### src/rtl/sofcal_pkg.sv
package sofcal_pkg;

    localparam int ADDR_W = 5;

    localparam logic [ADDR_W-1:0] A_THR0   = 5'd0;
    localparam logic [ADDR_W-1:0] A_OP0    = 5'd8;
    localparam logic [ADDR_W-1:0] A_CTRL   = 5'd17;
    localparam logic [ADDR_W-1:0] A_IMASK  = 5'd18;
    localparam logic [ADDR_W-1:0] A_ISTATE = 5'd19;
    localparam logic [ADDR_W-1:0] A_FINE   = 5'd20;
    localparam logic [ADDR_W-1:0] A_COARSE = 5'd21;

    typedef enum logic [1:0] {
        OP_NOP = 2'd0,
        OP_BIN = 2'd1,
        OP_ADD = 2'd2,
        OP_SUB = 2'd3
    } op_kind_e;

    typedef struct packed {
        logic     down;
        op_kind_e kind;
    } op_t;

    typedef struct packed {
        logic over;
        logic under;
    } trim_ev_t;

    function automatic op_t decode_op(input logic [7:0] b);
        op_t o;
        o.kind = op_kind_e'(b[1:0]);
        o.down = b[4];
        return o;
    endfunction

    function automatic logic [7:0] default_op(input int bucket);
        case (bucket)
            1, 2:    return 8'h11;
            3:       return 8'h13;
            6:       return 8'h12;
            7, 8:    return 8'h01;
            default: return 8'h00;
        endcase
    endfunction

    function automatic longint default_thr(input int k, input longint tgt);
        case (k)
            0:       return tgt * 70 / 100;
            1:       return tgt * 80 / 100;
            2:       return tgt * 90 / 100;
            3:       return tgt * 998750 / 1000000;
            4:       return tgt;
            5:       return tgt * 1001250 / 1000000;
            6:       return tgt * 110 / 100;
            default: return tgt * 120 / 100;
        endcase
    endfunction

endpackage

### src/rtl/sofcal_period.sv
module sofcal_period #(
    parameter int CNT_W = 16
) (
    input  logic             clk,
    input  logic             rst,
    input  logic             en,
    input  logic             restart,
    input  logic             sof,
    output logic             meas_valid,
    output logic [CNT_W-1:0] meas_cnt
);
    localparam logic [CNT_W-1:0] CNT_MAX = '1;

    logic             armed_q;
    logic [CNT_W-1:0] cnt_q;

    always_ff @(posedge clk) begin
        if (rst) begin
            armed_q <= 1'b0;
            cnt_q   <= '0;
        end else begin
            if (sof)
                cnt_q <= CNT_W'(1);
            else if (cnt_q != CNT_MAX)
                cnt_q <= cnt_q + 1'b1;

            if (!en || restart)
                armed_q <= 1'b0;
            else if (sof)
                armed_q <= 1'b1;
        end
    end

    assign meas_valid = sof && armed_q && en && !restart;
    assign meas_cnt   = cnt_q;


    cnt_sat_chk: assert property (@(posedge clk) disable iff (rst)
        (cnt_q == CNT_MAX && !sof) |=> cnt_q == CNT_MAX);
endmodule

### src/rtl/sofcal_classify.sv
module sofcal_classify #(
    parameter int CNT_W = 16,
    parameter int NTHR  = 8,
    localparam int BK_W = $clog2(NTHR + 1)
) (
    input  logic [CNT_W-1:0]            cnt,
    input  logic [NTHR-1:0][CNT_W-1:0]  thr,
    output logic [BK_W-1:0]             bucket
);
    logic [NTHR-1:0] ge;

    for (genvar k = 0; k < NTHR; k++) begin : g_cmp
        assign ge[k] = (cnt >= thr[k]);
    end

    always_comb begin
        bucket = '0;
        for (int k = 0; k < NTHR; k++)
            if (ge[k]) bucket = bucket + BK_W'(1);
    end
endmodule

### src/rtl/sofcal_trim.sv
module sofcal_trim
    import sofcal_pkg::*;
#(
    parameter int FINE_W      = 5,
    parameter int COARSE_W    = 8,
    parameter int FINE_INIT   = 16,
    parameter int COARSE_INIT = 128
) (
    input  logic                clk,
    input  logic                rst,
    input  logic                apply,
    input  op_t                 op,
    input  logic                fine_we,
    input  logic [FINE_W-1:0]   fine_wdata,
    input  logic                coarse_we,
    input  logic [COARSE_W-1:0] coarse_wdata,
    input  logic                auto_coarse,
    output logic [FINE_W-1:0]   fine,
    output logic [COARSE_W-1:0] coarse,
    output trim_ev_t            ev
);
    localparam logic [FINE_W-1:0]   FMAX = '1;
    localparam logic [FINE_W-1:0]   HALF = FINE_W'(1 << (FINE_W - 1));
    localparam logic [COARSE_W-1:0] CMAX = '1;

    logic [FINE_W-1:0] fine_q, step_q, fine_n, step_n;
    logic [COARSE_W-1:0] coarse_q;

    always_comb begin
        fine_n = fine_q;
        step_n = step_q;
        ev     = '0;
        if (apply) begin
            case (op.kind)
                OP_NOP: step_n = HALF;
                OP_ADD: begin
                    step_n = HALF;
                    if (fine_q == FMAX) ev.over = 1'b1;
                    else                fine_n = fine_q + 1'b1;
                end
                OP_SUB: begin
                    step_n = HALF;
                    if (fine_q == '0) ev.under = 1'b1;
                    else              fine_n = fine_q - 1'b1;
                end
                default: begin
                    step_n = (step_q == FINE_W'(1)) ? step_q : (step_q >> 1);
                    if (op.down) begin
                        if (fine_q == '0)        ev.under = 1'b1;
                        else if (fine_q > step_q) fine_n = fine_q - step_q;
                        else                      fine_n = '0;
                    end else begin
                        if (fine_q == FMAX)              ev.over = 1'b1;
                        else if ((FMAX - fine_q) > step_q) fine_n = fine_q + step_q;
                        else                               fine_n = FMAX;
                    end
                end
            endcase
        end
    end

    always_ff @(posedge clk) begin
        if (rst) begin
            fine_q   <= FINE_W'(FINE_INIT);
            step_q   <= HALF;
            coarse_q <= COARSE_W'(COARSE_INIT);
        end else begin
            if (fine_we) begin
                fine_q <= fine_wdata;
                step_q <= HALF;
            end else begin
                fine_q <= fine_n;
                step_q <= step_n;
            end
            if (coarse_we)
                coarse_q <= coarse_wdata;
            else if (auto_coarse && ev.under && coarse_q != '0)
                coarse_q <= coarse_q - 1'b1;
            else if (auto_coarse && ev.over && coarse_q != CMAX)
                coarse_q <= coarse_q + 1'b1;
        end
    end

    assign fine   = fine_q;
    assign coarse = coarse_q;


    step_onehot_chk: assert property (@(posedge clk) disable iff (rst)
        $onehot(step_q));

    add_one_chk: assert property (@(posedge clk) disable iff (rst)
        (apply && op.kind == OP_ADD && fine_q != FMAX && !fine_we)
        |=> fine_q == $past(fine_q) + 1'b1);

    coarse_floor_chk: assert property (@(posedge clk) disable iff (rst)
        (ev.under && coarse_q == '0 && !coarse_we) |=> coarse_q == '0);

    coarse_ceil_chk: assert property (@(posedge clk) disable iff (rst)
        (ev.over && coarse_q == CMAX && !coarse_we) |=> coarse_q == CMAX);
endmodule

### src/rtl/sof_trim_cal.sv
module sof_trim_cal
    import sofcal_pkg::*;
#(
    parameter int REF_HZ      = 24_000_000,
    parameter int CNT_W       = 16,
    parameter int DATA_W      = 16,
    parameter int NTHR        = 8,
    parameter int FINE_W      = 5,
    parameter int COARSE_W    = 8,
    parameter int FINE_INIT   = 16,
    parameter int COARSE_INIT = 128
) (
    input  logic                clk,
    input  logic                rst,
    input  logic                sof,
    input  logic                reg_we,
    input  logic [ADDR_W-1:0]   reg_addr,
    input  logic [DATA_W-1:0]   reg_wdata,
    output logic [DATA_W-1:0]   reg_rdata,
    output logic [FINE_W-1:0]   fine_trim,
    output logic [COARSE_W-1:0] coarse_trim,
    output logic                irq
);
    localparam int     NBKT   = NTHR + 1;
    localparam int     BK_W   = $clog2(NBKT);
    localparam longint TARGET = longint'(REF_HZ) / 1000;

    logic [NTHR-1:0][CNT_W-1:0] thr_q;
    logic [NBKT-1:0][7:0]       op_q;
    logic       en_q, stop_q, auto_q, halted_q;
    trim_ev_t   imask_q, istate_q, ev;

    logic             ctrl_wr, fine_we, coarse_we, meas_valid, apply;
    logic [CNT_W-1:0] meas_cnt;
    logic [BK_W-1:0]  bucket;
    logic [7:0]       op_byte;
    op_t              op;

    assign ctrl_wr   = reg_we && reg_addr == A_CTRL;
    assign fine_we   = reg_we && reg_addr == A_FINE;
    assign coarse_we = reg_we && reg_addr == A_COARSE;

    sofcal_period #(.CNT_W(CNT_W)) u_period (
        .clk(clk), .rst(rst), .en(en_q), .restart(ctrl_wr), .sof(sof),
        .meas_valid(meas_valid), .meas_cnt(meas_cnt)
    );

    sofcal_classify #(.CNT_W(CNT_W), .NTHR(NTHR)) u_classify (
        .cnt(meas_cnt), .thr(thr_q), .bucket(bucket)
    );

    always_comb begin
        op_byte = '0;
        for (int b = 0; b < NBKT; b++)
            if (bucket == BK_W'(b)) op_byte = op_q[b];
    end

    assign op    = decode_op(op_byte);
    assign apply = meas_valid && !halted_q;

    sofcal_trim #(
        .FINE_W(FINE_W), .COARSE_W(COARSE_W),
        .FINE_INIT(FINE_INIT), .COARSE_INIT(COARSE_INIT)
    ) u_trim (
        .clk(clk), .rst(rst), .apply(apply), .op(op),
        .fine_we(fine_we), .fine_wdata(reg_wdata[FINE_W-1:0]),
        .coarse_we(coarse_we), .coarse_wdata(reg_wdata[COARSE_W-1:0]),
        .auto_coarse(auto_q), .fine(fine_trim), .coarse(coarse_trim), .ev(ev)
    );

    always_ff @(posedge clk) begin
        if (rst) begin
            for (int k = 0; k < NTHR; k++)
                thr_q[k] <= CNT_W'(default_thr(k, TARGET));
            for (int b = 0; b < NBKT; b++)
                op_q[b] <= default_op(b);
            en_q     <= 1'b0;
            stop_q   <= 1'b0;
            auto_q   <= 1'b0;
            halted_q <= 1'b0;
            imask_q  <= '0;
            istate_q <= '0;
        end else begin
            if (reg_we) begin
                for (int k = 0; k < NTHR; k++)
                    if (reg_addr == A_THR0 + ADDR_W'(k))
                        thr_q[k] <= reg_wdata[CNT_W-1:0];
                for (int b = 0; b < NBKT; b++)
                    if (reg_addr == A_OP0 + ADDR_W'(b))
                        op_q[b] <= reg_wdata[7:0];
                if (reg_addr == A_IMASK)
                    imask_q <= trim_ev_t'(reg_wdata[3:2]);
            end
            if (ctrl_wr) begin
                en_q   <= reg_wdata[0];
                stop_q <= reg_wdata[1];
                auto_q <= reg_wdata[2];
            end
            if (reg_we && reg_addr == A_ISTATE)
                istate_q <= (istate_q & ~trim_ev_t'(reg_wdata[3:2])) | ev;
            else
                istate_q <= istate_q | ev;
            if (ctrl_wr)
                halted_q <= 1'b0;
            else if (apply && stop_q && op.kind == OP_NOP)
                halted_q <= 1'b1;
        end
    end

    assign irq = |(istate_q & imask_q);

    always_comb begin
        reg_rdata = '0;
        case (reg_addr)
            A_CTRL:   reg_rdata[3:0] = {halted_q, auto_q, stop_q, en_q};
            A_IMASK:  reg_rdata[3:2] = imask_q;
            A_ISTATE: reg_rdata[3:2] = istate_q;
            A_FINE:   reg_rdata[FINE_W-1:0] = fine_trim;
            A_COARSE: reg_rdata[COARSE_W-1:0] = coarse_trim;
            default:  reg_rdata = '0;
        endcase
    end


    halt_freeze_chk: assert property (@(posedge clk) disable iff (rst)
        (halted_q && !reg_we) |=> $stable(fine_trim));

    under_latch_chk: assert property (@(posedge clk) disable iff (rst)
        ev.under |=> istate_q.under);

    over_latch_chk: assert property (@(posedge clk) disable iff (rst)
        ev.over |=> istate_q.over);
endmodule

### config.mk
export PLATFORM = sky130hd
export DESIGN_NAME = sof_trim_cal
export DESIGN_NICKNAME = d
export VERILOG_FILES = /design/src/rtl/sofcal_pkg.sv /design/src/rtl/sofcal_period.sv /design/src/rtl/sofcal_classify.sv /design/src/rtl/sofcal_trim.sv /design/src/rtl/sof_trim_cal.sv
export SDC_FILE = /design/constraint.sdc
export NUM_CORES = 1
export LEC_CHECK = 0
export BUFFER_PORTS_ARGS = -buffer_cell sky130_fd_sc_hd__buf_4
export CORE_MARGIN = 2
export CORE_UTILIZATION = 65
export DETAILED_ROUTE_END_ITERATION = 16
export MAX_ROUTING_LAYER = met4
export PLACE_DENSITY_LB_ADDON = 0.2
export SLEW_MARGIN = 0
export SYNTH_ARGS = -nofsm -noshare
export SYNTH_HDL_FRONTEND = slang
export SYNTH_SLANG_ARGS = --single-unit
### constraint.sdc
create_clock -name clk -period 24.8 [get_ports clk]
set_input_delay 1.24 -clock clk [delete_from_list [all_inputs] [get_ports clk]]
set_output_delay 1.24 -clock clk [all_outputs]
set_load 0.02 [all_outputs]
# Yosys cells after proc, flatten, opt, wreduce, memory -nomap -nowiden
# Cells that the tools add are included.
classes:
  n_mux: 46
  magnitude_cmp: 10
  mul: 0
  add_sub_neg: 15
  bitwise_logic: 5
  reduce_logical: 54
  n_div: 0
  shift: 0
  n_eq_ne: 41
op_table:
  columns: ["op", "count"]
  rows:
  - ["16-bit >= comparator", 8]
  - ["5-bit 2-to-1 mux", 20]
  - ["5-bit by 4-bit == test with 1-bit output (second input constant)", 8]
  - ["2-bit AND reduction", 19]
  - ["5-bit == test (second input constant)", 7]
  - ["4-bit 2-to-1 mux", 7]
  - ["4-bit by 1-bit adder with 4-bit output (second input constant)", 6]
  - ["8-bit 2-to-1 mux", 3]
  - ["5-bit by 3-bit == test with 1-bit output (second input constant)", 4]
  - ["16-bit by 1-bit adder with 16-bit output (second input constant)", 1]
  - ["4-bit by 3-bit == test with 1-bit output (second input constant)", 4]
  - ["16-bit != test (second input constant)", 1]
  - ["5-bit case mux with 3 select lines", 1]
  - ["1-bit logical AND", 14]
  - ["2-bit OR reduction", 7]
  - ["5-bit by 1-bit == test with 1-bit output (second input constant)", 2]
  - ["5-bit by 2-bit == test with 1-bit output (second input constant)", 2]
  - ["5-bit greater-than comparator", 2]
  - ["5-bit logical NOT", 2]
  - ["2-bit case mux with 5 select lines", 1]
  - ["8-bit by 1-bit adder with 8-bit output (second input constant)", 1]
  - ["4-bit by 2-bit == test with 1-bit output (second input constant)", 2]
  - ["4-bit != test (second input constant)", 2]
  - ["8-bit != test (second input constant)", 1]
  - ["other kinds (29)", 46]
word_totals:
  word_cells: 202
  ff_bits: 216
  mem_count: 0
  in_bits: 25
  latchBits: 0
  out_inout_bits: 30
  mem_bits_rw: 0
  rom_bits: 0

# Depth between registers and ports, before layout
# Gate-level depths: netlist (run 1).
logic_depth:
  ltp_word: 35
  depth_mapped: 55
  ltp_nobuf: 53

# Cells and area by module
# Synthesis (run 1) repeated with hierarchy kept, for this count alone.
hier_totals:
  cells_unflattened: 1659
  area_unflattened_um2: 13197.7
modules_own_cells:
  columns: ["mod", "area_per_inst_um2", "n_inst", "seq_area_each_um2", "cells_each"]
  rows:
  - ["sof_trim_cal", 6595.1, 1, 3263.1, 820]
  - ["sofcal_classify", 3776.1, 1, 0.0, 500]
  - ["sofcal_trim", 2000.7, 1, 360.3, 245]
  - ["sofcal_period", 825.8, 1, 340.3, 94]

# Worst setup path before layout (run 1)
# OpenSTA, ideal clock, no wires.
synth_path:
  path_kind: "register to register"
  startpoint: "reg u_period.cnt_q[0], in the netlist u_period.meas_cnt[0]"
  endpoint: "reg u_trim.fine_q[4], in the netlist u_trim.fine[4]"
  required_time_ns: 24.676
  path_stages_with_launch: 54
  setup_ns: 0.124
  synth_period_minus_slack_ns: 9.569
  arrival_ns: 9.445
  path_buffers: 2
  slack_ns: 15.231
  path_cell_list: "dfxtp_1 > inv_1 > ha_1 > nand2b_1 > a21o_1 > a21o_1 > a21o_1 > a21o_1 > a21o_1 > a21o_1 > a21oi_1 > nor2b_1 > o21ai_0 > nand2b_1 > a21o_1 > a21o_1 > a21o_1 > a21o_1 > (+18 left out) > o22ai_1 > clkbuf_1 > mux2_2 > nor2_1 > a31oi_1 > nand2_1 > a2bb2oi_1 > nor3_1 > clkbuf_1 > nor2_1 > fa_1 > a21o_1 > a21oi_1 > xnor2_1 > nand2_1 > o22ai_1 > a31oi_1 > o21ai_0"
synth_between:
  elab_chain_cells: 30
  word_cells_on_any_way: 54
  cone_classes: "add/sub: 7; order compare: 8; eq/ne: 15; mux: 21; reduce/logical: 3"
synth_rtl:
  columns: ["item", "line", "rtl"]
  rows:
  - ["start, declared", "sofcal_period.sv:15", "logic [CNT_W-1:0] cnt_q;"]
  - ["start signal, assigned", "sofcal_period.sv:25", "cnt_q <= cnt_q + 1'b1;"]
  - ["16-bit >= comparator", "sofcal_classify.sv:13", "assign ge[k] = (cnt >= thr[k]);"]
  - ["1-bit 2-to-1 mux", "sofcal_classify.sv:19", "if (ge[k]) bucket = bucket + BK_W'(1);"]
  - ["1-bit by 1-bit adder with 2-bit output", "sofcal_classify.sv:19", null]
  - ["4-bit 2-to-1 mux", "sofcal_classify.sv:19", null]
  - ["4-bit by 1-bit adder with 4-bit output", "sofcal_classify.sv:19", null]
  - ["4-bit 2-to-1 mux", "sofcal_classify.sv:19", null]
  - ["4-bit by 1-bit adder with 4-bit output", "sofcal_classify.sv:19", null]
  - ["4-bit 2-to-1 mux", "sofcal_classify.sv:19", null]
  - ["(+7 left out)", null, null]
  - ["4-bit 2-to-1 mux (*)", "sofcal_classify.sv:19", null]
  - ["4-bit logical NOT", "sof_trim_cal.sv:55", "if (bucket == BK_W'(b)) op_byte = op_q[b];"]
  - ["5-bit 2-to-1 mux (8 in a row)", "sof_trim_cal.sv:55", null]
  - ["5-bit 2-to-1 mux (*)", "sof_trim_cal.sv:55", null]
  - ["2-bit == test (tied with other cells)", "sofcal_trim.sv:34", "case (op.kind)"]
  - ["5-bit case mux with 3 select lines", "sofcal_trim.sv:34", null]
  - ["5-bit 2-to-1 mux", "sofcal_trim.sv:33", "if (apply) begin"]
  - ["5-bit 2-to-1 mux", "sofcal_trim.sv:68", "if (fine_we) begin"]
  - ["end signal, assigned", "sofcal_trim.sv:64", "fine_q <= FINE_W'(FINE_INIT);"]
  - ["end signal, assigned", "sofcal_trim.sv:69", "fine_q <= fine_wdata;"]
  - ["end signal, assigned", "sofcal_trim.sv:72", "fine_q <= fine_n;"]
  - ["end, declared", "sofcal_trim.sv:26", "logic [FINE_W-1:0] fine_q, step_q, fine_n, step_n;"]
# Every way passes the cells marked *; elsewhere a longest branch is shown, timed or not. The select of a mux whose other input is x is not followed.
# A chain may end at the register's enable or synchronous reset.

# Worst setup path after layout (run 1)
layout_path:
  startpoint: "reg u_period.cnt_q[0], in the netlist u_period.meas_cnt[0]"
  endpoint: "reg u_trim.coarse_q[4], in the netlist u_trim.coarse[4]"
layout_between:
  elab_chain_cells: 34
  word_cells_on_any_way: 58
  cone_classes: "add/sub: 7; order compare: 8; eq/ne: 10; mux: 24; reduce/logical: 9"
layout_rtl:
  columns: ["item", "line", "rtl"]
  rows:
  - ["16-bit >= comparator", "sofcal_classify.sv:13", null]
  - ["1-bit 2-to-1 mux", "sofcal_classify.sv:19", null]
  - ["1-bit by 1-bit adder with 2-bit output", "sofcal_classify.sv:19", null]
  - ["4-bit 2-to-1 mux", "sofcal_classify.sv:19", null]
  - ["4-bit by 1-bit adder with 4-bit output", "sofcal_classify.sv:19", null]
  - ["4-bit 2-to-1 mux", "sofcal_classify.sv:19", null]
  - ["4-bit by 1-bit adder with 4-bit output", "sofcal_classify.sv:19", null]
  - ["4-bit 2-to-1 mux", "sofcal_classify.sv:19", null]
  - ["(+17 left out)", null, null]
  - ["5-bit 2-to-1 mux (*)", "sof_trim_cal.sv:55", null]
  - ["2-bit == test or 2-bit logical NOT (tied branches)", "sofcal_trim.sv:34", null]
  - ["2-bit OR reduction (no line)", null, null]
  - ["1-bit case mux with 2 select lines", "sofcal_trim.sv:34", null]
  - ["2-bit 2-to-1 mux (*)", "sofcal_trim.sv:33", null]
  - ["1-bit logical AND (2 in a row)", "sofcal_trim.sv:77", "else if (auto_coarse && ev.under && coarse_q != '0)"]
  - ["8-bit 2-to-1 mux", "sofcal_trim.sv:77", null]
  - ["8-bit 2-to-1 mux", "sofcal_trim.sv:75", "if (coarse_we)"]
  - ["end signal, assigned", "sofcal_trim.sv:76", "coarse_q <= coarse_wdata;"]
  - ["end signal, assigned", "sofcal_trim.sv:78", "coarse_q <= coarse_q - 1'b1;"]
  - ["end signal, assigned", "sofcal_trim.sv:80", "coarse_q <= coarse_q + 1'b1;"]
  - ["end, declared", "sofcal_trim.sv:27", "logic [COARSE_W-1:0] coarse_q;"]
# Every way passes the cells marked *; elsewhere a longest branch is shown, timed or not.

==> results of run 1 <==
==> synth_stat cells, types with 3 or more instances <==
cell | count | share of area [%]
clkbuf_1 | 71 | 2.1
a22oi_1 | 5 | 0.30
a311oi_1 | 3 | 0.21
a211oi_1 | 14 | 0.83
nor2b_1 | 15 | 0.74
o2111ai_1 | 3 | 0.21
o22ai_1 | 3 | 0.15
o211ai_1 | 53 | 3.1
a21o_1 | 43 | 2.5
nor2_1 | 94 | 2.8
a31oi_1 | 14 | 0.69
nand4_1 | 20 | 0.98
or3_1 | 9 | 0.44
o21a_1 | 10 | 0.59
mux2i_1 | 19 | 1.5
inv_1 | 149 | 4.4
buf_4 | 8 | 0.47
a22o_1 | 3 | 0.21
o21ai_0 | 41 | 1.6
dfxtp_1 | 198 | 31
clkbuf_2 | 8 | 0.31
ha_1 | 153 | 15
and2_1 | 19 | 0.93
xnor2_1 | 13 | 0.89
a21oi_1 | 150 | 5.9
a211o_1 | 5 | 0.34
xor2_1 | 16 | 1.1
nor3_1 | 18 | 0.71
fa_1 | 3 | 0.47
o221ai_1 | 3 | 0.21
a221oi_1 | 3 | 0.21
nor4_1 | 7 | 0.34
mux2_2 | 4 | 0.35
nand2_1 | 322 | 9.5
nand3_1 | 42 | 1.7
o22a_1 | 3 | 0.21
and3_1 | 4 | 0.20
and4_1 | 4 | 0.28
nand2b_1 | 20 | 0.98
or2_2 | 4 | 0.20
==> per-layer routing <==
metal  up-vias  global-route usage (%)  wire, um
met5         -                       -         0
met3        85                    5.00      2110
met1      5229                    43.2     14600
met2       430                    57.1     16100
met4         0                    13.7      1190
li1       5589                       -         -
==> placed cells by master, fill, tap and decap left out, drive strengths merged, types with 6 or more instances in the layout <==
cell type / count
o21a: 10
or3: 10
xnor2: 15
conb: 8
clkbuf: 18
a31oi: 14
and2: 19
clkinv: 6
inv: 156
nor2b: 15
dfxtp: 198
nor2: 94
buf: 58
nor3: 20
a21oi: 151
nand3: 43
nor4: 7
a21o: 43
nand2b: 20
nand4: 20
nand2: 322
a211oi: 15
o21ai: 44
mux2: 6
xor2: 17
ha: 153
mux2i: 19
o211ai: 54
==> worst max-delay path: cells and delay by family (launching register included) <==
family	cells	cell delay, ps
AO/OA/AOI/OAI	22	4940
multiplexers	1	180
XOR/XNOR	2	510
adder cells (fa/ha/maj)	8	2330
flip-flops	1	330
buffers and inverters	2	340
AND/OR/NAND/NOR	14	1910
==> kinds of logic after synthesis <==
| kind of cell | Yosys count | synth area share [%] |
|---|---|---|
| AND/OR/NAND/NOR | 591 | 20.7 |
| buffers and inverters | 243 | 7.62 |
| AO/OA/AOI/OAI | 390 | 20.1 |
| other | 1 | 0.0295 |
| multiplexers | 25 | 2.08 |
| XOR/XNOR | 34 | 2.77 |
| flip-flops | 198 | 31.2 |
| adder cells (fa/ha/maj) | 156 | 15.5 |
==> worst min-delay path by stage <==
stage	start	endpoint	slack [ps]	cells past startpoint
6_report	thr_q[66]	thr_q[66]	450	2
5_1_grt	thr_q[123]	thr_q[123]	480	2
4_1_cts	thr_q[66]	thr_q[66]	460	2
3_5_place_dp	thr_q[66]	thr_q[66]	450	2
3_3_place_gp	thr_q[57]	thr_q[57]	440	2
2_1_floorplan	op_q[1]	op_q[1]	430	2
==> stage by stage <==
stage	total power, mW	setup slack, ps
after floorplan	0.355	15230
after global placement	0.367	14700
after detailed placement	0.368	14290
after CTS	0.627	14220
after global routing	0.642	13230
final	0.627	14150
==> layout make-up <==
cell class              instances  area, sq um
multi-input cells            1204         7840
repair buffers                 58          435
inverters                     150          563
clock inverters                14          120
well taps                     265          332
flip-flops and latches        198         3960
fillers                      1615         5650
clock buffers                  18          429
==> flip-flops by register name, summed over array words and instances (netlist names) <==
signal / flops
op_q: 27
halted_q: 1
u_period.meas_cnt: 16
thr_q: 128
auto_q: 1
u_trim.fine: 5
u_period.armed_q: 1
istate_q: 2
en_q: 1
u_trim.step_q: 5
imask_q: 2
stop_q: 1
u_trim.coarse: 8
==> power by group <==
group	switching, mW	leakage [nW]	total [mW]	internal [mW]
clock	0.135	0.265	0.266	0.131
combinational	0.0269	4.13	0.0382	0.0113
sequential	0.00215	1.60	0.323	0.320
==> flow_summary.toml, run 1 <==
[yosys]
synth_seq_cells = 198
yosysSeqAreaShare_pct = 31.2
synth_top_flop_cell = "dfxtp_1"
synth_edf_count = 0
ys_warn_count = 0
synth_cell_type_count = 90
syn_area_sq_um = 12700
avgSynthCellArea_sq_um = 7.77
netlist_instances = 1638
synthArstFlopShare_pct = 0

[setup_path]
crit_path_end = "u_trim.coarse[4]"
crit_slowest_cell = "o22ai_1"
crit_top_cell = "a21o_1"
start_kind = "flip-flop"
r2r_slack_ps = 14150
slowest_delay_ps = 750
crit_path_end_kind = "flip-flop"
r2r_end = "u_trim.coarse[4]"
r2r-start = "u_period.meas_cnt[0]"
crit_type = "reg2reg"
startpoint = "u_period.meas_cnt[0]"
cp.arrival_ps = 11000
r2r_cells = 49
crit_required_ps = 25140
worst-path-max-fanout = 12

[sta]
fin_tns_setup_ps = 0
period_share_pct = 43.0
max_freq_mhz = 93.9
fin_worst_skew_ps = 10.6
final_max_slew_viol_count = 0
relSlewSlack_pct = 15.7
hold_ws_ps = 455
setup-violations-final = 0
tightest_slew_ps = 1260
final-hold-violation-count = 0
min_period_ps = 10650
rsz0062_at_grt = "false"

[finish]
syn2layout_area_growth_pct = 7.53
post-route-util_pct = 70.8
final_layout_size_suffix_gt1_share_pct = 7.80
design_area_sq_um = 13700
fin_nets = 1810
fin_cells = 1907
diodes = 0

[global_route]
track_usage_pct = 34.7
grt-ovfl-total = 0
grt_max_degree = 89
grt_pass1_wl_um = 54600
antenna_found_initial = 0
grt_pass1_vias = 10700

[floorplanning]
rows = 51
die_w_um = 144
ioPinCount = 55
core_sq_um = 19300
fp.dieArea_sq_um = 20700
die_h_um = 144
start_util_pct = 65.8

[placed_design]
postPlaceCellArea_sq_um = 13100
dp_hpwl_um = 24200
placed_cells = 1875
place_congestion = 0.917
numPortBuffers = 46

[routing]
drt_wl_total_um = 34100
dr.pass1.iters = 7
wire_per_inst_um = 17.9
ant_nets = 0
vias = 11300
drtIter0Drc = 956
viasPerCell = 5.94
drc = 0

[power_and_ir_drop]
power_density_nw_per_um2 = 45.8
p_leak_nw = 6.00
ir_drop_uv = 43.4

[clock_network]
clk_latency_ps = 440
clk_pin_slew_ps = 80
postCtsResizedCells = 0
cts_sinks = 198
htreeDepth = 4
cts_buffers = 17
cts_root_buf = "clkbuf_16"
clk_path_buf_depth = 2
cts_setup_buffers = 0
cts_hold_buf = 0
cts_tree = "built"

[worst_hold_path]
min_path_type = "reg2reg"

[flow_run]
max_cap_viol_count = 0

[outcome]
outcome = "completed"
Power figures use the tool's default switching activity.
==> inputs of run 2 (changes only) <==
Settings changed: CORE_UTILIZATION 65 to 63.
Clock period 24.8 ns to 10.3 ns, I/O delays scaled along.
==> run 2 against run 1 <==
  * Register-to-register slack lost 14000 ps
  * Fmax grew 9.0%
  * Core utilization fell by 0.45 points
  * Sequential share of layout area down 0.29 points
  * Clock power increased to 2.6 times the previous value
  * Clock skew grew 2.6 ps
  * Worst hold slack worse by 100 ps
  * First-iteration DRC count shrank 22%
  * Flip-flop and latch count did not move
  * Sequential power rose by 140%
  * Critical endpoint unchanged
==> flow_summary.toml, run 2 (synthesis results as in run 1) <==
[setup_path]
r2r_end = "u_trim.coarse[4]"
crit_path_end_kind = "flip-flop"
slowest_delay_ps = 440
r2r-start = "u_period.meas_cnt[0]"
startpoint = "u_period.meas_cnt[0]"
crit_required_ps = 10650
crit_path_end = "u_trim.coarse[4]"
start_kind = "flip-flop"
worst-path-max-fanout = 8
cp.arrival_ps = 10130
r2r_cells = 49
crit_slowest_cell = "or3_1"
crit_type = "reg2reg"
crit_top_cell = "a21o_1"
r2r_slack_ps = 520

[finish]
top_register = "thr_q"
final_common_cell = "nand2_1"
fillCellCount = 1651
largest_reg_flops = 128
syn2layout_area_growth_pct = 8.60
diodes = 0
fin_cells = 1915
final_layout_size_suffix_gt1_share_pct = 8.61
layout_common_cells = "nand2_1, dfxtp_1, ha_1, a21oi_1, inv_1"
fin_nets = 1818

[placed_design]
pre_cts_slack_ps = 445
place_congestion = 0.927
numPortBuffers = 46
placed_cells = 1881
dp_hpwl_um = 23900

[floorplanning]
start_util_pct = 64.7
core_sq_um = 19700
ioPinCount = 55
die_w_um = 146
rows = 51
die_h_um = 146
fp.dieArea_sq_um = 21300

[power_and_ir_drop]
switching_share_pct = 26.0
p_leak_nw = 6.06
power_frac_seq_pct = 49.8
power_density_nw_per_um2 = 113
ir_drop_uv = 121
p_switching_mw = 0.405
cellInternalPower_mw = 1.15
clock_power_share_pct = 44.1
p_comb_share_pct = 6.1
power_mw = 1.56

[sta]
final-hold-violation-count = 0
setup_slack_ps = 523
period_share_pct = 94.9
min_period_ps = 9780
max_freq_mhz = 102
fin_worst_skew_ps = 13.2
tightest_slew_ps = 1150
setup-violations-final = 0
final_max_slew_viol_count = 0
fin_tns_setup_ps = 0
relSlewSlack_pct = 23.2

[flow_run]
max_cap_viol_count = 0

[global_route]
grt_max_degree = 64
grt_pass1_wl_um = 55800
track_usage_pct = 33.3
grt_pass1_vias = 11100
antenna_found_initial = 0
grt-ovfl-total = 0

[clock_network]
cts_buffers = 17
clk_pin_slew_ps = 80
cts_sinks = 198
clk_latency_ps = 450
cts_hold_buf = 0
htreeDepth = 4
clk_path_buf_depth = 2
cts_root_buf = "clkbuf_16"
cts_tree = "built"

[routing]
vias = 11500
ant_nets = 0
drc = 0
viasPerCell = 5.98
drtIter0Drc = 746
drt_wl_total_um = 34500
wire_per_inst_um = 18.0
dr.pass1.iters = 6

[outcome]
outcome = "completed"

[worst_hold_path]
min_path_type = "in2reg"
-- run 2: how the worst min path moves through the flow --
stage                     depth (start not counted)        from              endpoint  slack [ps]
after floorplan                                   2     op_q[1]               op_q[1]         430
after global placement                            2   thr_q[63]             thr_q[63]         440
after detailed placement                          2  thr_q[103]            thr_q[103]         450
after CTS                                         3         sof  u_period.meas_cnt[0]         340
after global routing                              3         sof  u_period.meas_cnt[0]         340
final                                             3         sof  u_period.meas_cnt[0]         350
-- run 2: layout make-up --
| cell class | instances | area [sq um] | area share (%) |
|---|---|---|---|
| Sequential cell | 198 | 3960 | 28.7 |
| Clock inverter | 14 | 156 | 1.13 |
| Inverter | 150 | 567 | 4.10 |
| Timing Repair Buffer | 66 | 495 | 3.59 |
| Multi-Input combinational cell | 1204 | 7870 | 56.9 |
| Tap cell | 265 | 332 | 2.40 |
| Clock buffer | 18 | 439 | 3.18 |
-- run 2: through the flow --
stage / cell area (sq um) / hold WS [ps] / util, %
final: 13800 / 354 / 70.3
after floorplan: 12700 / 433 / -
after global routing: 13800 / 345 / 70.3
after global placement: 13200 / 441 / 67.0
after CTS: 13800 / 337 / 70.1
after detailed placement: 13200 / 447 / 67.0
-- run 2: power groups by stage --
stage | logic (mW) | registers (mW) | clock network [mW]
2_1_floorplan | 0.0624 | 0.793 | 0
3_3_place_gp | 0.0904 | 0.794 | 0
3_5_place_dp | 0.0926 | 0.794 | 0
4_1_cts | 0.0932 | 0.776 | 0.693
5_1_grt | 0.103 | 0.777 | 0.720
6_report | 0.0951 | 0.776 | 0.686
-- run 2: per-layer routing --
metal	track usage [%]	share of wire [%]	up-vias
li1	-	-	5606
met1	41.2	43	5371
met2	55.1	48	403
met3	4.88	6.5	76
met4	12.6	3.2	0
met5	-	0	-
-- run 2: what timing repair did --
action                                  4_1_cts  5_1_grt
setup buffers                                 0        2
endpoints found under the setup margin        0        7
resized for setup                             0        7
-- run 2: critical path, delay by kind of cell, from the launching register on --
family,cells,cell delay [ps]
AND/OR/NAND/NOR,14,2020
flip-flops,1,400
adder cells (fa/ha/maj),8,2270
AO/OA/AOI/OAI,22,4070
buffers and inverters,2,220
XOR/XNOR,3,690
